===== config.mk =====
export PLATFORM = sky130hd
export DESIGN_NAME = fwdsel_top
export DESIGN_NICKNAME = d
export VERILOG_FILES = /design/src/rtl/fwdsel_pkg.sv /design/src/rtl/fwdsel_ctrl.sv /design/src/rtl/fwdsel_dp.sv /design/src/rtl/fwdsel_top.sv
export SDC_FILE = /design/constraint.sdc
export NUM_CORES = 1
export LEC_CHECK = 0
export BUFFER_PORTS_ARGS = -buffer_cell sky130_fd_sc_hd__buf_2
export CAP_MARGIN = 20
export CORE_UTILIZATION = 36
export CTS_CLUSTER_SIZE = 24
export DETAILED_ROUTE_END_ITERATION = 12
export SLEW_MARGIN = 40
export SYNTH_ARGS = -nofsm -noshare
export SYNTH_HDL_FRONTEND = slang
export SYNTH_HIERARCHICAL = 1
export SYNTH_SLANG_ARGS = --single-unit

===== constraint.sdc =====
create_clock -name clk -period 0.9 [get_ports clk]
set_input_delay 0.09 -clock clk [delete_from_list [all_inputs] [get_ports clk]]
set_output_delay 0.09 -clock clk [all_outputs]
set_load 0.005 [all_outputs]

===== src/rtl/fwdsel_pkg.sv =====
package fwdsel_pkg;
  localparam int NUM_REQ     = 6;
  localparam int NUM_SLOT    = 4;
  localparam int ADDR_W      = 9;
  localparam int NUM_CLUSTER = 4;
  localparam int IDX_W       = $clog2(NUM_REQ);
  localparam int SLOT_W      = $clog2(NUM_SLOT);
  localparam int CL_W        = $clog2(NUM_CLUSTER);
  localparam int CNT_W       = $clog2(NUM_REQ + 1);

  // strobes from the picker to the address datapath
  typedef struct packed {
    logic [NUM_REQ-1:0]                 grant;
    logic [NUM_SLOT-1:0]                slotUse;
    logic [NUM_SLOT-1:0][IDX_W-1:0]     slotSrc;
  } pickStrobe_t;
endpackage


===== src/rtl/fwdsel_ctrl.sv =====
module fwdsel_ctrl
  import fwdsel_pkg::*;
(
  input  logic               clk,
  input  logic               rstN,
  input  logic [NUM_REQ-1:0] reqValid,
  input  logic [NUM_REQ-1:0] reqReady,
  input  logic [NUM_REQ-1:0] reqPending,
  output pickStrobe_t        pick
);
  logic [NUM_REQ-1:0] elig;
  logic [CNT_W-1:0]   taken;

  assign elig = reqValid & reqReady & reqPending;

  // walk requesters from highest priority (index 0) down, filling slots
  always_comb begin
    pick  = '0;
    taken = '0;
    for (int i = 0; i < NUM_REQ; i++) begin
      if (elig[i] && (taken < CNT_W'(NUM_SLOT))) begin
        pick.grant[i]                         = 1'b1;
        pick.slotUse[taken[SLOT_W-1:0]]       = 1'b1;
        pick.slotSrc[taken[SLOT_W-1:0]]       = IDX_W'(i);
        taken                                 = taken + CNT_W'(1);
      end
    end
  end

  assert_grant_cap_R2: assert property (@(posedge clk) disable iff (!rstN)
    $countones(pick.grant) <= NUM_SLOT);

  assert_grant_elig_R1: assert property (@(posedge clk) disable iff (!rstN)
    (pick.grant & ~(reqValid & reqReady & reqPending)) == '0);

  assert_slot_count_R7: assert property (@(posedge clk) disable iff (!rstN)
    $countones(pick.grant) == $countones(pick.slotUse));
endmodule


===== src/rtl/fwdsel_dp.sv =====
module fwdsel_dp
  import fwdsel_pkg::*;
(
  input  logic                            clk,
  input  logic                            rstN,
  input  logic [NUM_REQ*ADDR_W-1:0]       reqAddr,
  input  pickStrobe_t                     pick,
  output logic [NUM_SLOT-1:0]             slotValid,
  output logic [NUM_SLOT*ADDR_W-1:0]      slotAddr,
  output logic [NUM_SLOT*NUM_CLUSTER-1:0] slotCluster,
  output logic [NUM_REQ-1:0]              pendClr
);
  logic [ADDR_W-1:0] addrArr [NUM_REQ];

  for (genvar r = 0; r < NUM_REQ; r++) begin : g_unpack
    assign addrArr[r] = reqAddr[r*ADDR_W +: ADDR_W];
  end

  for (genvar s = 0; s < NUM_SLOT; s++) begin : g_slot
    logic [ADDR_W-1:0]      selAddr;
    logic [NUM_CLUSTER-1:0] clNext;

    always_comb begin
      selAddr = pick.slotUse[s] ? addrArr[pick.slotSrc[s]] : '0;
      clNext  = '0;
      clNext[selAddr[ADDR_W-1 -: CL_W]] = pick.slotUse[s];
    end

    always_ff @(posedge clk or negedge rstN) begin
      if (!rstN) begin
        slotValid[s]                                <= 1'b0;
        slotAddr[s*ADDR_W +: ADDR_W]                <= '0;
        slotCluster[s*NUM_CLUSTER +: NUM_CLUSTER]   <= '0;
      end else begin
        slotValid[s]                                <= pick.slotUse[s];
        slotAddr[s*ADDR_W +: ADDR_W]                <= selAddr;
        slotCluster[s*NUM_CLUSTER +: NUM_CLUSTER]   <= clNext;
      end
    end

    assert_cluster_onehot_R6: assert property (@(posedge clk) disable iff (!rstN)
      $countones(slotCluster[s*NUM_CLUSTER +: NUM_CLUSTER]) == (slotValid[s] ? 1 : 0));
  end

  always_ff @(posedge clk or negedge rstN) begin
    if (!rstN) pendClr <= '0;
    else       pendClr <= pick.grant;
  end

  assert_no_gap_R4: assert property (@(posedge clk) disable iff (!rstN)
    (slotValid & (slotValid + 1'b1)) == '0);

  assert_clr_match_R7: assert property (@(posedge clk) disable iff (!rstN)
    $countones(pendClr) == $countones(slotValid));
endmodule


===== src/rtl/fwdsel_top.sv =====
module fwdsel_top
  import fwdsel_pkg::*;
(
  input  logic                            clk,
  input  logic                            rstN,
  input  logic [NUM_REQ-1:0]              reqValid,
  input  logic [NUM_REQ-1:0]              reqReady,
  input  logic [NUM_REQ-1:0]              reqPending,
  input  logic [NUM_REQ*ADDR_W-1:0]       reqAddr,
  output logic [NUM_SLOT-1:0]             slotValid,
  output logic [NUM_SLOT*ADDR_W-1:0]      slotAddr,
  output logic [NUM_SLOT*NUM_CLUSTER-1:0] slotCluster,
  output logic [NUM_REQ-1:0]              pendClr
);
  pickStrobe_t pick;

  fwdsel_ctrl u_ctrl (
    .clk(clk), .rstN(rstN),
    .reqValid(reqValid), .reqReady(reqReady), .reqPending(reqPending),
    .pick(pick)
  );

  fwdsel_dp u_dp (
    .clk(clk), .rstN(rstN), .reqAddr(reqAddr), .pick(pick),
    .slotValid(slotValid), .slotAddr(slotAddr),
    .slotCluster(slotCluster), .pendClr(pendClr)
  );

  logic [NUM_REQ-1:0] eligIn;
  assign eligIn = reqValid & reqReady & reqPending;

  assert_all_pass_R8: assert property (@(posedge clk) disable iff (!rstN)
    ($countones(eligIn) <= NUM_SLOT) |=> (pendClr == $past(eligIn)));

  assert_clr_elig_R1: assert property (@(posedge clk) disable iff (!rstN)
    $rose(rstN) or ((pendClr & ~$past(eligIn)) == '0));
endmodule


# Word-level counts from Yosys, hierarchy flattened
# Cells that the tools add are included.
# word_totals
ff_bits	62
out_inout_bits	62
elab_cells	145
# classes
add_sub_neg	4
magnitude_cmp	27
n_mux	60
bitwise_logic	27
reduce_logical	14
# ops
operator	count
binary-select mux 9 bit (select 3 bit)	4
2-to-1 mux 9 bit	12
2-to-1 mux 16 bit	5
demux 3 bit (select 2 bit)	5
2-to-1 mux 3 bit	9
bitwise AND 4 bit	6
less-than comparator 2 x 3 -> 1 bit, second input constant	8
bitwise OR 4 bit	6
demux 1 bit (select 2 bit)	9
bitwise AND 8 bit	2
greater-or-equal comparator 2 x 1 -> 1 bit, second input constant	8
greater-or-equal comparator 4 bit, second input constant	4
2-to-1 mux 1 bit	16
inverter 3 -> 4 bit	4
inverter 8 bit	2
bitwise OR 8 bit	2
logical AND 1 bit	14
bitwise AND 6 bit	2
less-than comparator 3 bit, second input constant	4
adder 3 x 1 -> 3 bit, second input constant	3
inverter 4 bit	2
less-than comparator 1 x 3 -> 1 bit, second input constant	2
bitwise OR 1 x 4 -> 4 bit	1
adder 1 x 1 -> 2 bit, second input constant	1
greater-or-equal comparator 1 bit, second input constant	1

# Logic depth before layout (Yosys ltp)
# logic_depth
ltp_word	32
depth_mapped	19
mapped_depth_nobuf	16

# By module
# The synthesis kept the hierarchy.
# by_module_without_submodules
module	instances	cells_each	area_each_um2	seq_area_each_um2
fwdsel_dp	1	308	3843.7	1551.5
fwdsel_ctrl	1	113	805.8	0.0

# Worst setup path after synthesis
# Ideal clock, no wire load.
# synth_path
path_type	input-to-reg
startpoint	input reqPending[0]
endpoint	register u_dp.slotAddr[15]
setup_ps	119
arrival_ps	3986
t_required_ps	781
setup_slack_ps	-3205
stages	17
cell_sequence	nand3_1 > fa_1 > buf_2 > inv_1 > ha_1 > nand2_1 > o21ai_1 > ha_1 > a211oi_1 > o21ai_0 > o211a_1 > a31oi_1 > buf_6 > buf_2 > mux4_2 > nor2b_1 > o21a_1
# synth_lines
element	line_no	source
from (decl)	fwdsel_top.sv:8	input logic [NUM_REQ-1:0] reqPending,
to (signal, indexed assignment)	fwdsel_dp.sv:36	slotAddr[s*ADDR_W +: ADDR_W] <= selAddr;
to (decl)	fwdsel_dp.sv:9	output logic [NUM_SLOT*ADDR_W-1:0] slotAddr,

==> flow_metrics.py <==
metrics = {
    "yosys": {
        "synth_area_leaders": "dfrtp_1, mux4_2, mux2i_1, mux4_1, o21a_1",
        "synth_cell_types": 61,
        "synth_top_cell_by_area": "dfrtp_1",
        "post_synth.cell_area_avg_um2": 11.04,
        "syn_area_mm2": 0.004649,
        "async_flop_share_pct": 100.0,
        "synth_nets": 511,
        "synth_seq_cells": 62,
        "synthMuxAreaShare_pct": 26.45,
        "yosysMostFrequentCell": "dfrtp_1",
        "synth_common_cells": "dfrtp_1, nor2_1, o21a_1, nor2b_1, mux2i_1",
        "ys_warn_count": 6,
        "synth-compound-area-share_pct": 14.59,
        "yosys.area.top_type_share_pct": 33.37,
        "yosys.area_share.simple_pct": 16.28,
        "synth-xor-area-share_pct": 0.1884,
        "synthAdderAreaFrac_pct": 4.467,
        "synthCells": 421,
        "synth_edf_count": 0,
        "synth_seq_area_share_pct": 33.37,
        "synth_top_family_by_area": "multiplexers",
        "ys.flop_type": "dfrtp_1",
    },
    "floorplan": {
        "die_height_um": 115.6,
        "io-pin-count": 136,
        "core_mm2": 0.01262,
        "num_rows": 41,
        "chipWidth_um": 115.6,
        "start_util_pct": 36.84,
        "dieArea_mm2": 0.01337,
    },
    "place": {
        "port_buffers": 135,
        "placed_area_mm2": 0.006312,
        "dpl.hpwl_um": 12440,
        "globalplace.congestion": 0.9008,
    },
    "global_route": {
        "grt_max_degree": 63,
        "grt_pass1_wl_um": 25200,
        "gr-total-overflow": 0,
        "grt_pass1_vias": 4668,
        "antenna_found_initial": 5,
        "groute.usage.overall_pct": 25.86,
    },
    "layout": {
        "area_delta_synth_final_pct": 65.50,
        "nNetsFinal": 773,
        "nFillCells": 1054,
        "stdcell_area_mm2": 0.007695,
        "drive_gt1_share_pct": 63.08,
    },
    "power": {
        "total_power_uw": 9692,
        "power_leakage_uw": 0.003539,
        "cellPowerDensity_mw_per_mm2": 1260,
        "ir_worst_vdd_mv": 0.8731,
    },
    "routing": {
        "vias": 4697,
        "ant_nets": 0,
        "vias_per_cell": 5.449,
        "wl_um": 16970,
        "wl_per_cell_um": 19.69,
        "drt-initial-drc-count": 221,
        "first_pass_iters": 4,
        "drc": 0,
    },
    "setup_path": {
        "cp.required_ns": 1.17,
        "worstPathArrival_ns": 3.46,
        "crit_path_end_kind": "flop",
        "worst-setup-path-type": "in2reg",
        "startpoint_type": "primary input",
        "path_max_fanout": 5,
    },
    "timing": {
        "worst_slack_ns": -2.294,
        "max_freq_ghz": 0.3131,
        "timing.hold.ws_ns": 0.1407,
        "slew_violations": 0,
        "worstMarginPinSlew_ns": 0.4200,
        "rsz0062_at_grt": "true",
        "final.min_clock_period_ns": 3.194,
        "hold_violations": 0,
        "period_share_pct": 354.9,
        "setup_violations": 89,
        "slew_headroom_pct": 72.00,
    },
    "clock_tree": {
        "clk_pin_slew_ns": 0.06,
        "ctsRootBufferMaster": "clkbuf_16",
        "cts_buffers": 9,
        "cts_sinks": 62,
        "cts.htree.levels": 3,
        "clockBufferDepth": 2,
        "cts_tree": "yes",
    },
    "hold_path": {
        "hold_class": "in2reg",
    },
    "status": {
        "violations": "setup timing",
        "run_status": "finished with violations",
    },
    "job": {
        "maxCapViolations": 0,
    },
}
[layout by cell type (no fill, tap or decap), drive strengths merged, types with 5 or more instances in the layout]
cell,count
clkbuf,12
buf,277
o21ai,11
nor2b,30
nand2,16
nor2,40
a21oi,11
a22oi,8
o21a,32
nor3b,6
mux2i,28
o22ai,5
mux4,36
dfrtp,62
ha,15
nand3,11
mux2,9
inv,13
[what timing repair did]
item | 4_1_cts | 5_1_grt
hold buffers | 1 | 0
setup endpoints to repair | 120 | 119
endpoints found under the hold margin | 62 | 0
cloned | 3 | 0
pin swaps | 31 | 25
resized for setup | 121 | 52
buffers inserted | 33 | 11
[where the power goes]
group / internal [uW] / leakage [uW] / switching, uW
Combinational: 1870 / 0.00256 / 1610
Sequential: 2960 / 0.000844 / 54.8
Clock: 1920 / 0.000132 / 1280
Total: 6750 / 0.00354 / 2940
[layout make-up]
type	instances	area (um^2)	area share (%)
inverters	14	57.56	0.7480
diodes	2	5.005	0.06504
repair buffers	278	2079	27.02
multi-input cells	318	3517	45.71
clock inverters	4	22.52	0.2927
flip-flops and latches	62	1551	20.16
well taps	172	215.2	2.797
clock buffers	12	246.5	3.203
[worst max-delay path: stages]
cell and delay (ns):
buf_6 0.08, nand3_4 0.09, fa_2 0.61, inv_4 0.05, ha_4 0.22, nand2_4 0.07, o21ai_4 0.09, ha_4 0.20
a21oi_4 0.16, nor2b_4 0.18, buf_6 0.15, nand2_4 0.05, a31oi_4 0.24, mux4_2 0.57, or4b_4 0.53, o21ai_2 0.07
[final timing paths]
path	start	endpoint	slack, ns	cells past startpoint
max	reqReady[1]	u_dp/slotCluster[4]	-2.29	16
min	reqPending[0]	u_dp/pendClr[0]	0.14	4
max in group asynchronous	rstN	u_dp/slotValid[3]	0.32	3
min in group asynchronous	rstN	u_dp/slotAddr[12]	0.30	3
[cells by family after synthesis]
group                      after synthesis
muxes                                   73
DFF                                     62
adders and majority gates               16
AOI/OAI and AO/OA                       93
xor gates and xnor gates                 1
buffers and inverters                   41
and+or+nand+nor                        135
[layer usage]
layer / part of all wire, % / global-route usage (%) / wire (um) / up-vias
met4: 3.6 / 11.88 / 619 / 4
met1: 40 / 30.51 / 6831 / 2348
met5: 0.16 / 0 / 27 / -
li1: - / - / - / 2115
met3: 5.6 / 6.276 / 957 / 42
met2: 50 / 44.59 / 8537 / 188
[metrics by stage]
step	utilization, %	setup TNS [ns]	setup WS [ns]	std cells
after floorplan	-	-135.50	-2.778	421
after global placement	50.02	-144.06	-2.760	801
after detailed placement	50.02	-147.66	-2.878	801
after CTS	59.00	-119.69	-2.269	854
after global routing	60.96	-128.22	-2.374	861
final	60.98	-122.27	-2.294	862
[state kept, by name, summed over array words and instances (netlist names)]
signal,count
u_dp/pendClr,6
u_dp/slotCluster,16
u_dp/slotAddr,36
u_dp/slotValid,4
(Power assumes the default switching activity.)
